==> src/rtl/vlu_pkg.sv <==
package vlu_pkg;
  typedef enum logic [2:0] {
    OP_AND  = 3'd0,
    OP_OR   = 3'd1,
    OP_NOR  = 3'd2,
    OP_XOR  = 3'd3,
    OP_MNZ  = 3'd4,
    OP_MZ   = 3'd5,
    OP_SEL  = 3'd6,
    OP_UNDF = 3'd7
  } vlu_op_e;

  function automatic logic op_defined(input logic [2:0] code);
    return code != OP_UNDF;
  endfunction
endpackage

==> src/rtl/vlu_slice.sv <==
module vlu_slice
  import vlu_pkg::*;
#(
  parameter int W = 32
) (
  input  logic [2:0]   op,
  input  logic [W-1:0] d,
  input  logic [W-1:0] s,
  input  logic [W-1:0] t,
  output logic [W-1:0] y
);
  always_comb begin
    unique case (vlu_op_e'(op))
      OP_AND:  y = s & t;
      OP_OR:   y = s | t;
      OP_NOR:  y = ~(s | t);
      OP_XOR:  y = s ^ t;
      OP_MNZ:  y = (d & ~t) | (s & t);
      OP_MZ:   y = (d & t) | (s & ~t);
      OP_SEL:  y = (s & ~d) | (t & d);
      default: y = '0;
    endcase
  end
endmodule

==> src/rtl/vlu_mask_track.sv <==
module vlu_mask_track #(
  parameter int NUM_REGS = 32,
  localparam int IDX_W = $clog2(NUM_REGS)
) (
  input  logic                clk,
  input  logic                rst,
  input  logic                clr,
  input  logic                set,
  input  logic [IDX_W-1:0]    idx,
  output logic [NUM_REGS-1:0] mask
);
  logic [NUM_REGS-1:0] hit;

  always_comb begin
    for (int i = 0; i < NUM_REGS; i++) begin
      hit[i] = set && (idx == IDX_W'(i));
    end
  end

  always_ff @(posedge clk) begin
    if (rst || clr) mask <= '0;
    else            mask <= mask | hit;
  end
endmodule

==> src/rtl/vec_logic_unit.sv <==
module vec_logic_unit
  import vlu_pkg::*;
#(
  parameter int DATA_W   = 128,
  parameter int SLICE_W  = 32,
  parameter int NUM_REGS = 32,
  localparam int IDX_W   = $clog2(NUM_REGS),
  localparam int NSLICE  = DATA_W / SLICE_W
) (
  input  logic                clk,
  input  logic                rst,
  input  logic                in_valid,
  input  logic [2:0]          op_sel,
  input  logic [3*IDX_W-1:0]  reg_fields,
  input  logic [DATA_W-1:0]   wd_data,
  input  logic [DATA_W-1:0]   ws_data,
  input  logic [DATA_W-1:0]   wt_data,
  input  logic                track_en,
  input  logic                mask_clr,
  output logic                out_valid,
  output logic [DATA_W-1:0]   out_data,
  output logic [IDX_W-1:0]    out_wd_idx,
  output logic [IDX_W-1:0]    out_ws_idx,
  output logic [IDX_W-1:0]    out_wt_idx,
  output logic [NUM_REGS-1:0] mod_mask
);
  logic [DATA_W-1:0] comb_res;
  logic              accept;
  logic [IDX_W-1:0]  wd_idx, ws_idx, wt_idx;

  assign wd_idx = reg_fields[IDX_W-1:0];
  assign ws_idx = reg_fields[2*IDX_W-1:IDX_W];
  assign wt_idx = reg_fields[3*IDX_W-1:2*IDX_W];
  assign accept = in_valid && op_defined(op_sel);

  for (genvar g = 0; g < NSLICE; g++) begin : g_slice
    vlu_slice #(.W(SLICE_W)) u_slice (
      .op (op_sel),
      .d  (wd_data[g*SLICE_W +: SLICE_W]),
      .s  (ws_data[g*SLICE_W +: SLICE_W]),
      .t  (wt_data[g*SLICE_W +: SLICE_W]),
      .y  (comb_res[g*SLICE_W +: SLICE_W])
    );
  end

  always_ff @(posedge clk) begin
    if (rst) begin
      out_valid  <= 1'b0;
      out_data   <= '0;
      out_wd_idx <= '0;
      out_ws_idx <= '0;
      out_wt_idx <= '0;
    end else begin
      out_valid <= accept;
      if (accept) begin
        out_data   <= comb_res;
        out_wd_idx <= wd_idx;
        out_ws_idx <= ws_idx;
        out_wt_idx <= wt_idx;
      end
    end
  end

  vlu_mask_track #(.NUM_REGS(NUM_REGS)) u_mask (
    .clk  (clk),
    .rst  (rst),
    .clr  (mask_clr),
    .set  (accept && track_en),
    .idx  (wd_idx),
    .mask (mod_mask)
  );
endmodule

==> config.mk <==
export PLATFORM = sky130hd
export DESIGN_NAME = vec_logic_unit
export DESIGN_NICKNAME = d
export VERILOG_FILES = /design/src/rtl/vlu_pkg.sv /design/src/rtl/vlu_slice.sv /design/src/rtl/vlu_mask_track.sv /design/src/rtl/vec_logic_unit.sv
export SDC_FILE = /design/constraint.sdc
export NUM_CORES = 1
export LEC_CHECK = 0
export BUFFER_PORTS_ARGS = -buffer_cell sky130_fd_sc_hd__clkbuf_2
export CORE_AREA = 3 3 226 228
export DETAILED_ROUTE_END_ITERATION = 7
export DIE_AREA = 0 0 229 231
export GPL_TIMING_DRIVEN = 0
export PLACE_DENSITY = 0.73
export SYNTH_ARGS = -nofsm -noshare
export SYNTH_HDL_FRONTEND = slang
export SYNTH_HIERARCHICAL = 1
export SYNTH_SLANG_ARGS = --single-unit
export TNS_END_PERCENT = 30
==> constraint.sdc <==
create_clock -name clk -period 2.5 [get_ports clk]
set_clock_uncertainty 0.2 [all_clocks]
set_input_delay 0.25 -clock clk [delete_from_list [all_inputs] [get_ports clk]]
set_output_delay 0.25 -clock clk [all_outputs]
set_load 0.005 [all_outputs]
==> results.txt <==
Detailed routing inserted a total of 25800 vias. The cell area after synthesis came out at 23200 sq um. The die width is 229 um. Dividing total power by cell area gives a power density of 362 nW/um^2. The adder-cell share of the synthesized area came out at 13.8%. Setup violations remaining at the end of the flow were counted as 0. The worst setup path is of the primary input to flip-flop kind.

The nature of the critical path startpoint is a primary input. Summed over all cells, the static leakage comes to 13.8 nW. The die is 231 um tall. The overall die area came out at 52900 sq um.

The starting density of the core came out at 47.2%. The first detailed-routing pass took 7 iterations. Dividing the detail-routed via count by the number of cells gives 5.77. Of all nets on the critical path, the largest fanout is 10. The synthesized-area fraction occupied by ao, oa, aoi and oai cells is 30.2%. Hold timing on the final database bottoms out at a slack of 0.0849 ns. The sum of internal, switching and leakage power is 10.0 mW. The core occupancy in the finished layout is 56.5%. Clock tree synthesis selected as its root buffer the cell sky130_fd_sc_hd__clkbuf_16. The run finished with clean final reports. Synthesis handed over a netlist of 3155 instances.

The final-stage net count came out at 4435. Setup repair after global routing left no endpoint under its margin. In this run, post-CTS repair resized a total of 0 instances.

The setup slack of the critical path after layout is 0.348 ns. The total negative slack is 0 ns. Of the post-synthesis cell area, the part taken by muxes is 10.5%.

The number of fillers in the final layout came out at 4841. The number of antenna violations at the first check in global routing came to 19. The largest voltage drop on the vdd net is 417 uV. The arrival time of the worst setup path came out at 2.35 ns.

Global routing consumed, over all layers together, 31.5% of the routing resources. The post-synthesis cell type count is 45. The reported max-cap violation count is 0. The row count is 81. For this run, design rule violations remaining after detail routing come to 0. The global-route wire length before repair came out at 134 mm. The TritonCTS buffer count came out at 17. With fillers left out, the area of the finished cells amounts to 27700 sq um. The final count of hold timing violations came to 0. The HPWL reported at the end of detailed placement is 67.5 mm. Summed over all layers, the routed wires come to 87.6 mm. The fraction of synthesized cell area in xor and xnor cells came out at 2.27%. The core region is 49100 sq um. A synthesized cell averages 7.34 sq um. The count of state elements after synthesis came out at 176. The simple-gate share of the synthesized area came out at 16.5%. TritonCTS built the clock tree.

The final worst-path cycle share is 86.1%. The total number of clock tree sinks came out at 176. The worst path in the final design needs a cycle of 2.15 ns, including I/O delays and setup. The area growth from synthesis to layout is 19.7%.

The critical path required time is 2.70 ns. The worst-case clock buffer depth is 2. The cell total after placement is 4400. The Yosys step of the flow raised 6 warnings. The largest net degree at the start of global routing came out at 20. The detail-routed net length per standard cell is 19.6 um. The post-route antenna net violation count is 0. In the synthesized netlist the dominant register cell turns out to be sky130_fd_sc_hd__dfxtp_1. Once layout is complete, the cells apart from fillers number 4463. Routability-driven placement finished with a final weighted congestion of 0.958.

The post-route netlist has 23.0% of its cells at a drive strength greater than 1. The leftover overflow at the end of global routing is 0. The register area share after synthesis came out at 15.2%. Counting flops with a built-in enable in the synthesized netlist gives 0. The number of nets in the synthesized netlist is 3818.

The number of global-route vias before repair came out at 24100. After synthesis, the largest family of logic cells by area is compound AO/OA/AOI/OAI gates. The count of H-tree levels built during CTS came out at 4.

The slew of the pin with the lowest slew margin is 0.716 ns. The share of synthesized flip-flops with an asynchronous set or reset is 0%. The count of port buffers added during placement came out at 581. Derived from the worst setup path, the maximum achievable clock frequency is 465 MHz.

In this run the tightest slew margin relative to its limit is 52.3%. The clock transition at the register clock pins on the worst setup and hold paths after CTS came out at 0.08 ns. The final number of max-transition violations came out at 0. In this run the worst hold path is classified as primary input to flip-flop. Before CTS, the worst setup slack after placement is -0.155 ns. During I/O placement, the number of pins put on the boundary was 583. Clock latency on the worst-skew pair, taken at its later pin, is 0.47 ns. The detailed router's first-iteration violation count is 2264.

The post-placement cell area came out at 26900 sq um. STA classifies the critical path endpoint as a flip-flop.
-- state kept, by name (all words and copies together), names as in the netlist --
name / flops
out_data: 128
u_mask/mask: 32
out_wd_idx: 5
out_ws_idx: 5
out_wt_idx: 5
out_valid: 1
-- cells in the final DEF, fill, tap and decap left out, types with 60 or more instances in the layout --
cell                       netlist  layout
sky130_fd_sc_hd__ha_1          256     256
sky130_fd_sc_hd__nor2_1        101     101
sky130_fd_sc_hd__nor3_1         60      60
sky130_fd_sc_hd__a21bo_2        68      68
sky130_fd_sc_hd__o21ai_1        64      64
sky130_fd_sc_hd__buf_2          91      91
sky130_fd_sc_hd__o21ai_0       168     168
sky130_fd_sc_hd__nand2b_1       64      64
sky130_fd_sc_hd__inv_1         312     312
sky130_fd_sc_hd__mux2i_1       244     244
sky130_fd_sc_hd__a21oi_1       343     343
sky130_fd_sc_hd__clkbuf_2        0     581
sky130_fd_sc_hd__clkbuf_1       65      66
sky130_fd_sc_hd__nand2_1       320     320
sky130_fd_sc_hd__nand3_1       195     195
sky130_fd_sc_hd__dfxtp_1       176     176
sky130_fd_sc_hd__a21bo_1        75      75
-- critical path: stages --
cell and delay [ns]:
sky130_fd_sc_hd__clkbuf_2 0.28, sky130_fd_sc_hd__nand3_2 0.31, sky130_fd_sc_hd__buf_6 0.23, sky130_fd_sc_hd__buf_2 0.24, sky130_fd_sc_hd__and3_1 0.36, sky130_fd_sc_hd__or4b_4 0.53
sky130_fd_sc_hd__o2bb2ai_1 0.14
-- cell usage after synthesis, types with 24 or more instances --
cell type	instances	area share (%)
sky130_fd_sc_hd__a21bo_1	75	3.2
sky130_fd_sc_hd__nor2b_1	56	1.5
sky130_fd_sc_hd__mux2i_1	244	11
sky130_fd_sc_hd__buf_4	29	0.94
sky130_fd_sc_hd__buf_2	91	2.0
sky130_fd_sc_hd__inv_1	312	5.1
sky130_fd_sc_hd__a21oi_1	343	7.4
sky130_fd_sc_hd__buf_6	45	2.2
sky130_fd_sc_hd__o2bb2ai_1	32	1.2
sky130_fd_sc_hd__nand2b_1	64	1.7
sky130_fd_sc_hd__a211oi_1	24	0.78
sky130_fd_sc_hd__a21bo_2	68	2.9
sky130_fd_sc_hd__nand3_1	195	4.2
sky130_fd_sc_hd__dfxtp_1	176	15
sky130_fd_sc_hd__nand2_1	320	5.2
sky130_fd_sc_hd__a2bb2oi_1	52	2.0
sky130_fd_sc_hd__xnor2_1	56	2.1
sky130_fd_sc_hd__o21ai_1	64	1.4
sky130_fd_sc_hd__o221ai_1	52	2.0
sky130_fd_sc_hd__o32ai_1	56	2.1
sky130_fd_sc_hd__o31ai_1	52	1.7
sky130_fd_sc_hd__clkbuf_1	65	1.1
sky130_fd_sc_hd__nor2_1	101	1.6
sky130_fd_sc_hd__nor3_1	60	1.3
sky130_fd_sc_hd__o21ai_0	168	3.6
sky130_fd_sc_hd__ha_1	256	14
-- routing by layer --
metal / vias to the layer above / global-route usage (%) / share of wire, %
met1: 12000 / 38.7 / 40
met5: - / 0 / 0.080
met2: 1107 / 52.2 / 46
li1: 12400 / - / -
met3: 217 / 7.72 / 9.2
met4: 10 / 13.8 / 4.4
-- what timing repair did --
| item | CTS | global route |
|---|---|---|
| buffers inserted | 0 | 0 |
| hold buffers | 17 | 0 |
| hold endpoints to repair | 20 | 0 |
-- power by group --
group          switching [mW]  internal, mW
combinational            2.33          1.72
sequential              0.104          2.97
clock                    1.46          1.45
-- cells by family (layout without fill, tap and decap cells) --
kind of cell | after synthesis | after routing
AOI/OAI and AO/OA | 1042 | 1042
xor gates and xnor gates | 60 | 60
adders and majority gates | 256 | 256
buffers and inverters | 558 | 1188
DFF | 176 | 176
muxes | 244 | 244
other | 0 | 14
and+or+nand+nor | 819 | 819
-- worst paths after layout --
| path | from | end | slack, ns | depth (start not counted) |
|---|---|---|---|---|
| max | op_sel[0] | u_mask/mask[1] | 0.35 | 7 |
| min | ws_data[36] | out_data[36] | 0.08 | 5 |
| max reg2reg | out_data[65] | out_data[65] | 1.42 | 2 |
| min reg2reg | u_mask/mask[19] | u_mask/mask[19] | 0.28 | 1 |
-- area by class of cell --
| class | instances | area (sq um) | area share (%) |
|---|---|---|---|
| Multi-Input combinational cell | 2421 | 17000 | 61.2 |
| Sequential cell | 176 | 3520 | 12.7 |
| Timing Repair Buffer | 598 | 3080 | 11.1 |
| Buffer | 238 | 1450 | 5.25 |
| Inverter | 320 | 1200 | 4.33 |
| Tap cell | 664 | 831 | 3.00 |
| Clock buffer | 18 | 429 | 1.55 |
| Clock inverter | 14 | 193 | 0.695 |
| Antenna cell | 14 | 35.0 | 0.126 |
No activity file was read; power rests on OpenSTA's default activity.
